$ cat src/rtl/tdl_pkg.sv
package tdl_pkg;
  // number of binary-weighted chains and the data width used by default
  localparam int unsigned TDL_SECTIONS = 6;
  localparam int unsigned TDL_DATA_W   = 8;

  // length of the chain governed by selector bit k
  function automatic int unsigned chain_len(input int unsigned k);
    return 32'd1 << k;
  endfunction

  // total delay reachable with all selector bits set
  function automatic int unsigned max_delay(input int unsigned n);
    return (32'd1 << n) - 32'd1;
  endfunction
endpackage

$ cat src/rtl/tdl_section.sv
module tdl_section #(
  parameter int unsigned W   = 8,
  parameter int unsigned LEN = 1
) (
  input  logic         clk,
  input  logic         rst_n,
  input  logic [W-1:0] d,
  output logic [W-1:0] q
);
  logic [LEN-1:0][W-1:0] stages;

  generate
    if (LEN == 1) begin : g_single
      always_ff @(posedge clk or negedge rst_n) begin
        if (!rst_n) stages <= '0;
        else        stages[0] <= d;
      end
    end else begin : g_chain
      always_ff @(posedge clk or negedge rst_n) begin
        if (!rst_n) stages <= '0;
        else        stages <= {stages[LEN-2:0], d};
      end
    end
  endgenerate

  assign q = stages[LEN-1];
endmodule

$ cat src/rtl/tdl_bypass_mux.sv
module tdl_bypass_mux #(
  parameter int unsigned W = 8
) (
  input  logic         take_delayed,
  input  logic [W-1:0] straight,
  input  logic [W-1:0] delayed,
  output logic [W-1:0] y
);
  always_comb begin
    y = take_delayed ? delayed : straight;
  end
endmodule

$ cat src/rtl/tdl_delay_line.sv
module tdl_delay_line
  import tdl_pkg::*;
#(
  parameter int unsigned DATA_W = TDL_DATA_W,
  parameter int unsigned CTL_W  = TDL_SECTIONS
) (
  input  logic              clk,
  input  logic              rst_n,
  input  logic [CTL_W-1:0]  delay_sel,
  input  logic [DATA_W-1:0] din,
  output logic [DATA_W-1:0] dout
);
  // tap[CTL_W] is the line input; tap[k] is the value after chain k's selector
  logic [CTL_W:0][DATA_W-1:0]   tap;
  logic [CTL_W-1:0][DATA_W-1:0] chain_q;

  assign tap[CTL_W] = din;

  generate
    for (genvar k = CTL_W - 1; k >= 0; k--) begin : g_stage
      localparam int unsigned LEN_K = chain_len(k);

      tdl_section #(.W(DATA_W), .LEN(LEN_K)) sect_i (
        .clk  (clk),
        .rst_n(rst_n),
        .d    (tap[k+1]),
        .q    (chain_q[k])
      );

      tdl_bypass_mux #(.W(DATA_W)) sel_i (
        .take_delayed(delay_sel[k]),
        .straight    (tap[k+1]),
        .delayed     (chain_q[k]),
        .y           (tap[k])
      );
    end
  endgenerate

  assign dout = tap[0];
endmodule

$ cat config.mk
export PLATFORM = sky130hd
export DESIGN_NAME = tdl_delay_line
export DESIGN_NICKNAME = d
export VERILOG_FILES = /design/src/rtl/tdl_pkg.sv /design/src/rtl/tdl_section.sv /design/src/rtl/tdl_bypass_mux.sv /design/src/rtl/tdl_delay_line.sv
export SDC_FILE = /design/constraint.sdc
export NUM_CORES = 1
export LEC_CHECK = 0
export CORE_AREA = 3 3 190 192
export DETAILED_ROUTE_END_ITERATION = 12
export DIE_AREA = 0 0 193 195
export DONT_BUFFER_PORTS = 1
export PLACE_DENSITY = 0.51
export SLEW_MARGIN = 15
export SYNTH_ARGS = -nofsm -noshare
export SYNTH_HDL_FRONTEND = slang
export SYNTH_HIERARCHICAL = 1
export SYNTH_SLANG_ARGS = --single-unit
$ cat constraint.sdc
create_clock -name clk -period 3.1 [get_ports clk]
set_input_delay 0 -clock clk [delete_from_list [all_inputs] [get_ports clk]]
set_output_delay 0 -clock clk [all_outputs]
set_load 0.05 [all_outputs]
==> impl_metrics.yaml, run 1 <==
sta:
  slew_headroom_pct: -30.2
  max_freq_ghz: 0.354
  finalSetupTns_ps: 0
  rsz0062_at_grt: "no"
  finalHoldViolCount: 504
  slew_viol_final: 264
  worst_pin_slew_ps: 1950
  clock_skew_ps: 20.1
  fin_crit_sh_pct: 91.2
  hold_slack_ps: -798
  finalCriticalPeriod_ps: 2830
  final-setup-viol-count: 0
clock_network:
  cts_tree: "built"
  path_clk_slew_ps: 60
  cts_resized: 0
  cts.path.max_buffers: 3
  cts_buffers: 48
  cts_sinks: 504
  cts_setup_buffers: 0
  clk_latency_ps: 540
  postCtsHoldBufs: 14
  h-tree-depth: 2
  cts_root_buf: "clkbuf_16"
worst_setup_path:
  critPathMaxFanout: 8
  critPathArrivalTime_ps: 2830
  worstSetupPathType: "in -> out"
  startpoint: "delay_sel[5]"
  cp-start-kind: "input port"
  required_ps: 3100
  ff2ff_setup_slack_ps: 720
  r2r_start: "g_stage[5].sect_i/q[0]"
  end_kind: "primary output"
global_routing:
  grt.overflow.total: 0
  antenna_found_initial: 3
  grt_pass1_vias: 5078
  grt_start_max_net_pins: 505
  grt_pass1_wl_microns: 27400
  grt_use_total_pct: 9.17
place:
  post-dp-hpwl_microns: 7810
  placed_area_sq_um: 13900
  place.gp.congestion: 0.654
  place_inst: 1007
  portBuffers: 0
yosys:
  synth-main-ff-cell: "dfrtp_1"
  yosysSeqAreaShare_pct: 92.1
  synth.largest_area_cell: "dfrtp_1"
  syn_inst: 598
  syn-cell-area_sq_um: 13700
  synth_area_leaders: "dfrtp_1, mux2_4, buf_4"
  synth_top_area_share_pct: 92.1
  synth.distinct_cells: 4
  synth.avg_cell_area_sq_um: 22.9
  synth_seq_cells: 504
  synth_fp_nets: 614
  ys_warn_count: 6
  synth_edf_count: 0
  async_reset_ff_share_pct: 100
  post-synth-top-count-cell: "dfrtp_1"
  synth_commonest_cells: "dfrtp_1, mux2_4, buf_4"
pwr:
  peakVddDrop_mv: 0.529
  swShare_pct: 19.6
  pwr-share-clk_pct: 41.1
  total_power_w: 0.0127
  p_per_area_nw_per_um2: 819
  p_leak_nw: 7.08
  power_frac_seq_pct: 56.7
  comb_power_share_pct: 2.2
  p_sw_w: 0.00248
  intPower_w: 0.0102
run_status:
  status: "finished, violations left"
  violations: "negative hold slack, max-slew violations"
floorplanning:
  die_area_sq_um: 37600
  num_rows: 68
  initial_core_util_pct: 39.7
  core_area_sq_um: 34500
  ios: 24
  dieWidth_microns: 193
  die_h_microns: 195
route:
  finalWirelength_microns: 16300
  dr.pass1.iters: 4
  vias: 4473
  first_iter_violations: 269
  ant_nets: 0
  drcViolationCount: 0
  avgRoutedWirePerCell_microns: 14.8
  vias_per_cell: 4.06
layout:
  nets: 632
  fin_cells: 1101
  nFillCells: 2935
  n_antenna_cell: 0
  area_delta_synth_final_pct: 12.8
  drive_gt1_share_pct: 17.2
  stdcell_area_sq_um: 15500
hold_path:
  hold_path_class: "in -> async"
job:
  maxCapViolCount: 0
[cell families after synthesis]
logic type	share of synthesized area (%)
flops	92.1
mux	5.26
buf+inv	2.68
[final timing paths]
path / endpoint / cells past startpoint
hold reg to reg: g_stage[5].sect_i/stages[182] / 0
min in group clk: g_stage[5].sect_i/stages[6] / 1
max in group asynchronous: g_stage[4].sect_i/stages[41] / 0
setup / recovery: dout[1] / 7
hold / removal: g_stage[5].sect_i/stages[21] / 0
setup reg to reg: g_stage[0].sect_i/q[0] / 6
[registers in the layout, indices dropped and copies added, names as in the netlist]
signal / flops
g_stage.sect_i/q: 48
g_stage.sect_i/stages: 456
[layout make-up]
type / count / area, sq um / share of cell area [%]
clock buffers: 71 / 1350 / 8.72
clock inverters: 9 / 63.8 / 0.413
multi-input cells: 48 / 721 / 4.66
flip-flops and latches: 504 / 12600 / 81.6
well taps: 455 / 569 / 3.68
repair buffers: 14 / 140 / 0.907
[power by group through the flow]
stage,sequential (W),clock (W),combinational [W]
2_1_floorplan,0.00724,0,0.000308
3_3_place_gp,0.00729,0,0.000235
3_5_place_dp,0.00730,0,0.000240
4_1_cts,0.00719,0.00542,0.000285
5_1_grt,0.00723,0.00569,0.000293
6_report,0.00718,0.00520,0.000278
[layout by cell type (no fill, tap or decap)]
| cell type | synthesis | routed |
|---|---|---|
| clkbuf_1 | 0 | 17 |
| inv_6 | 0 | 2 |
| dfrtp_1 | 504 | 504 |
| clkinv_2 | 0 | 6 |
| dlygate4sd3_1 | 0 | 14 |
| clkbuf_8 | 0 | 6 |
| clkinv_8 | 0 | 1 |
| clkbuf_16 | 0 | 48 |
| mux2_4 | 48 | 48 |
[per-stage QoR]
step | util (%) | setup WS (ps)
6_report | 44.7 | 273
5_1_grt | 44.7 | 197
4_1_cts | 44.7 | 231
3_5_place_dp | 40.2 | 1020
3_3_place_gp | 40.2 | 1040
2_1_floorplan | - | 976
[layer usage]
metal  track usage [%]  share of wire (%)  vias to the layer above
met5                 0                  0                        -
met4              3.29                2.8                        0
met3              2.50                4.5                       37
met2              12.5                 42                       72
met1              14.2                 50                     2485
li1                  -                  -                     1879
[worst max-delay path: stages]
cell and delay (ps):
dlygate4sd3_1 980, mux2_4 360, mux2_4 280, mux2_4 280
mux2_4 270, mux2_4 280, mux2_4 360
Note: power is estimated with default switching activity, not from simulation.
==> run 2: changes to the inputs <==
==> constraint.sdc (replaced) <==
create_clock -name clk -period 2.87 [get_ports clk]
set_input_delay 0 -clock clk [delete_from_list [all_inputs] [get_ports clk]]
set_output_delay 0 -clock clk [all_outputs]
set_load 0.05 [all_outputs]
==> impl_metrics.yaml, run 2 (synthesis results as in run 1) <==
run_status:
  status: "finished, violations left"
  violations: "negative hold slack"
clock_network:
  cts_setup_buffers: 0
  postCtsHoldBufs: 14
  cts_sinks: 504
  cts_buffers: 47
  clk_latency_ps: 540
  h-tree-depth: 2
  cts.path.max_buffers: 3
  path_clk_slew_ps: 60
  cts_root_buf: "clkbuf_16"
  cts_resized: 0
  cts_tree: "built"
sta:
  max_freq_ghz: 0.359
  clock_skew_ps: 18.9
  slew_viol_final: 0
  slew_headroom_pct: 15.2
  hold_slack_ps: -806
  finalSetupTns_ps: 0
  fin_crit_sh_pct: 96.9
  final-setup-viol-count: 0
  finalCriticalPeriod_ps: 2780
  rsz0062_at_grt: "no"
  worst_pin_slew_ps: 1270
  finalHoldViolCount: 504
route:
  ant_nets: 0
  first_iter_violations: 282
  vias_per_cell: 4.07
  vias: 4492
  avgRoutedWirePerCell_microns: 14.8
  drcViolationCount: 0
  finalWirelength_microns: 16400
  dr.pass1.iters: 4
layout:
  nets: 631
  finish.utilization_pct: 45.2
  largest_reg_flops: 456
  largest_register: "g_stage.sect_i/stages"
  n_antenna_cell: 0
  layout_commonest_cell: "dfrtp_1"
  drive_gt1_share_pct: 18.9
  area_delta_synth_final_pct: 14.0
  mostFrequentLayoutCells: "dfrtp_1, clkbuf_16, mux2_4, dlygate4sd3_1, clkbuf_8"
worst_setup_path:
  critPathArrivalTime_ps: 2780
  critPathMaxFanout: 8
  end_kind: "primary output"
  cp-start-kind: "input port"
  worstSetupPathType: "in -> out"
  r2r_cells: 6
  required_ps: 2870
pwr:
  p_per_area_nw_per_um2: 907
  p_leak_nw: 7.17
  peakVddDrop_mv: 0.420
hold_path:
  hold_path_class: "in -> async"
floorplanning:
  initial_core_util_pct: 39.7
  ios: 24
  die_h_microns: 195
  num_rows: 68
  dieWidth_microns: 193
  core_area_sq_um: 34500
  die_area_sq_um: 37600
global_routing:
  grt_pass1_vias: 5128
  antenna_found_initial: 5
  grt_pass1_wl_microns: 27600
  grt.overflow.total: 0
  grt_start_max_net_pins: 505
  grt_use_total_pct: 9.25
place:
  place.gp.congestion: 0.654
  post-dp-hpwl_microns: 7790
  portBuffers: 0
job:
  maxCapViolCount: 0
==> run 2: path summary, 6_finish.rpt <==
check / startpoint / endpoint / slack [ps]
max in group asynchronous: rst_n / g_stage[5].sect_i/stages[211] / 2670
max reg2reg: g_stage[5].sect_i/q[3] / g_stage[0].sect_i/q[3] / 460
min in group clk: din[6] / g_stage[5].sect_i/stages[6] / 150
min reg2reg: g_stage[5].sect_i/stages[211] / g_stage[5].sect_i/stages[219] / 330
min: rst_n / g_stage[5].sect_i/stages[21] / -810
max: delay_sel[5] / dout[7] / 90
==> run 2: metrics by stage <==
stage	power [W]	area (sq um)	worst slack, ps	cells	hold slack [ps]
3_3_place_gp	0.00812	13900	806	1007	-258
4_1_cts	0.0144	15600	20.6	1105	-832
5_1_grt	0.0148	15600	5.72	1105	-845
2_1_floorplan	0.00815	13700	746	598	-296
3_5_place_dp	0.00814	13900	784	1007	-265
6_report	0.0142	15600	88.0	1105	-806
==> run 2: area by class of cell <==
type                            instances  area, sq um
Timing Repair Buffer                   14          140
Clock buffer                           70         1410
Sequential cell                       504        12600
Tap cell                              455          569
Clock inverter                         14          160
Multi-Input combinational cell         48          721
Fill cell                            2954        18900
==> run 2: worst max-delay path, cell delays in order <==
cell and delay (ps):
dlygate4sd3_1 940, mux2_4 360, mux2_4 280, mux2_4 280
mux2_4 280, mux2_4 280, mux2_4 360
==> run 2: per-layer routing <==
layer  wire (microns)  track usage, %
met2             6990            12.6
met5                0               0
met4              432            3.40
met1             8150            14.3
met3              803            2.60
==> run 2: power by group <==
group / internal (W) / switching, W / leakage, nW / total (W)
combinational: 0.000148 / 0.000152 / 0.454 / 0.000300
clock: 0.00367 / 0.00243 / 0.785 / 0.00611
sequential: 0.00761 / 0.000146 / 5.93 / 0.00776
==> run 3: changes to the inputs <==
--- a/config.mk
+++ b/config.mk
@@ -5,11 +5,10 @@
 export SDC_FILE = /design/constraint.sdc
 export NUM_CORES = 1
 export LEC_CHECK = 0
-export CORE_AREA = 3 3 190 192
+export CORE_AREA = 3 3 211 172
 export DETAILED_ROUTE_END_ITERATION = 12
-export DIE_AREA = 0 0 193 195
+export DIE_AREA = 0 0 214 175
 export DONT_BUFFER_PORTS = 1
-export PLACE_DENSITY = 0.51
 export SLEW_MARGIN = 15
 export SYNTH_ARGS = -nofsm -noshare
 export SYNTH_HDL_FRONTEND = slang
==> impl_metrics.yaml, run 3 (synthesis results as in run 1) <==
layout:
  stdcell_area_sq_um: 15600
  layout_commonest_cell: "dfrtp_1"
  multi_input_area_sq_um: 721
  largest_reg_flops: 456
  mostFrequentLayoutCells: "dfrtp_1, mux2_4, clkbuf_16, dlygate4sd3_1, clkbuf_8"
  nFillCells: 2855
  area_delta_synth_final_pct: 13.6
  largest_register: "g_stage.sect_i/stages"
  nets: 630
  drive_gt1_share_pct: 18.9
  seq_area_sq_um: 12600
global_routing:
  grt_use_total_pct: 9.21
  grt_pass1_vias: 4966
  grt_pass1_wl_microns: 27400
  grt.overflow.total: 0
  antenna_found_initial: 8
  grt_start_max_net_pins: 505
worst_setup_path:
  worst_path_most_repeated_cell: "mux2_4"
  r2r_cells: 6
  endpoint: "dout[4]"
  critPathArrivalTime_ps: 2640
  required_ps: 2870
  startpoint: "g_stage[5].sect_i/q[4]"
  critPathMaxFanout: 2
  r2r_end: "g_stage[0].sect_i/q[7]"
  slowest_delay_ps: 360
  ff2ff_setup_slack_ps: 490
  slowest_stage: "dfrtp_1"
  cp-start-kind: "flip-flop"
  crit_chain: "mux2_4, mux2_4, mux2_4, mux2_4, mux2_4, mux2_4"
  r2r_start: "g_stage[5].sect_i/q[7]"
  end_kind: "primary output"
  worstSetupPathType: "reg -> out"
clock_network:
  cts.path.max_buffers: 3
  postCtsHoldBufs: 15
  cts_tree: "built"
  clk_latency_ps: 540
  path_clk_slew_ps: 60
  h-tree-depth: 2
  cts_sinks: 504
  cts_setup_buffers: 0
  cts_buffers: 45
  cts_root_buf: "clkbuf_16"
route:
  vias: 4428
  dr.pass1.iters: 4
  avgRoutedWirePerCell_microns: 14.5
  vias_per_cell: 3.94
  drcViolationCount: 0
  first_iter_violations: 550
  ant_nets: 0
  finalWirelength_microns: 16300
floorplanning:
  initial_core_util_pct: 39.8
  die_area_sq_um: 37500
  num_rows: 61
  die_h_microns: 175
  dieWidth_microns: 214
  core_area_sq_um: 34400
  ios: 24
run_status:
  status: "finished, violations left"
  violations: "negative hold slack"
place:
  post-dp-hpwl_microns: 7850
  portBuffers: 0
  placed_area_sq_um: 13900
  place.gp.congestion: 0.642
sta:
  rsz0062_at_grt: "no"
  clock_skew_ps: 23.3
  finalSetupTns_ps: 0
  fin_crit_sh_pct: 91.9
  worst_pin_slew_ps: 925
  hold_slack_ps: -839
  max_freq_ghz: 0.379
  slew_headroom_pct: 38.4
  finalHoldViolCount: 504
  finalCriticalPeriod_ps: 2640
  slew_viol_final: 0
  final-setup-viol-count: 0
pwr:
  total_power_w: 0.0139
  p_leak_nw: 7.15
  peakVddDrop_mv: 0.419
  p_per_area_nw_per_um2: 894
job:
  maxCapViolCount: 0
hold_path:
  hold_path_class: "in -> async"
## run 3: area by class of cell
type	instances	share of cell area [%]
Sequential cell	504	81.0
Clock buffer	66	8.58
Timing Repair Buffer	15	0.981
Tap cell	472	3.79
Multi-Input combinational cell	48	4.63
Clock inverter	17	0.957
Antenna cell	1	0.0161
## run 3: what timing repair did
| action | in CTS | in global routing |
|---|---|---|
| resized for setup | 0 | 1 |
| endpoints found under the setup margin | 0 | 8 |
| hold endpoints to repair | 552 | 504 |
## run 3: how the worst min path moves through the flow
stage / end / slack [ps] / cells past startpoint
2_1_floorplan: g_stage[0].sect_i/q[0] / -300 / 0
3_3_place_gp: g_stage[4].sect_i/stages[107] / -280 / 0
3_5_place_dp: g_stage[4].sect_i/stages[83] / -290 / 0
4_1_cts: g_stage[4].sect_i/stages[43] / -870 / 0
5_1_grt: g_stage[4].sect_i/stages[59] / -880 / 0
6_report: g_stage[4].sect_i/stages[107] / -840 / 0
## run 3: per-stage QoR
stage | std cells | setup slack (ps) | utilization (%) | hold slack (ps)
after floorplan | 598 | 746 | - | -296
after global placement | 1024 | 816 | 40.4 | -283
after detailed placement | 1024 | 780 | 40.4 | -286
after CTS | 1122 | 0.974 | 45.2 | -868
after global routing | 1122 | 156 | 45.2 | -884
final | 1123 | 234 | 45.2 | -839
## run 3: worst max-delay path, delay by kind of cell, from the launching register on
family	cells	cell delay (ps)
multiplexers	6	1730
flip-flops	1	360
## run 3: power breakdown
group / total, W / internal [W] / switching [W]
registers: 0.00775 / 0.00761 / 0.000146
clock network: 0.00585 / 0.00342 / 0.00243
logic: 0.000304 / 0.000151 / 0.000153
total: 0.0139 / 0.0112 / 0.00273
## run 3: per-layer routing
layer / up-vias / wire length, microns / part of all wire (%) / track usage, %
met5: - / 0 / 0 / 0
met4: 0 / 375 / 2.3 / 3.43
met3: 31 / 908 / 5.6 / 2.83
met2: 81 / 6710 / 41 / 12.2
met1: 2443 / 8310 / 51 / 14.3
li1: 1873 / - / - / -
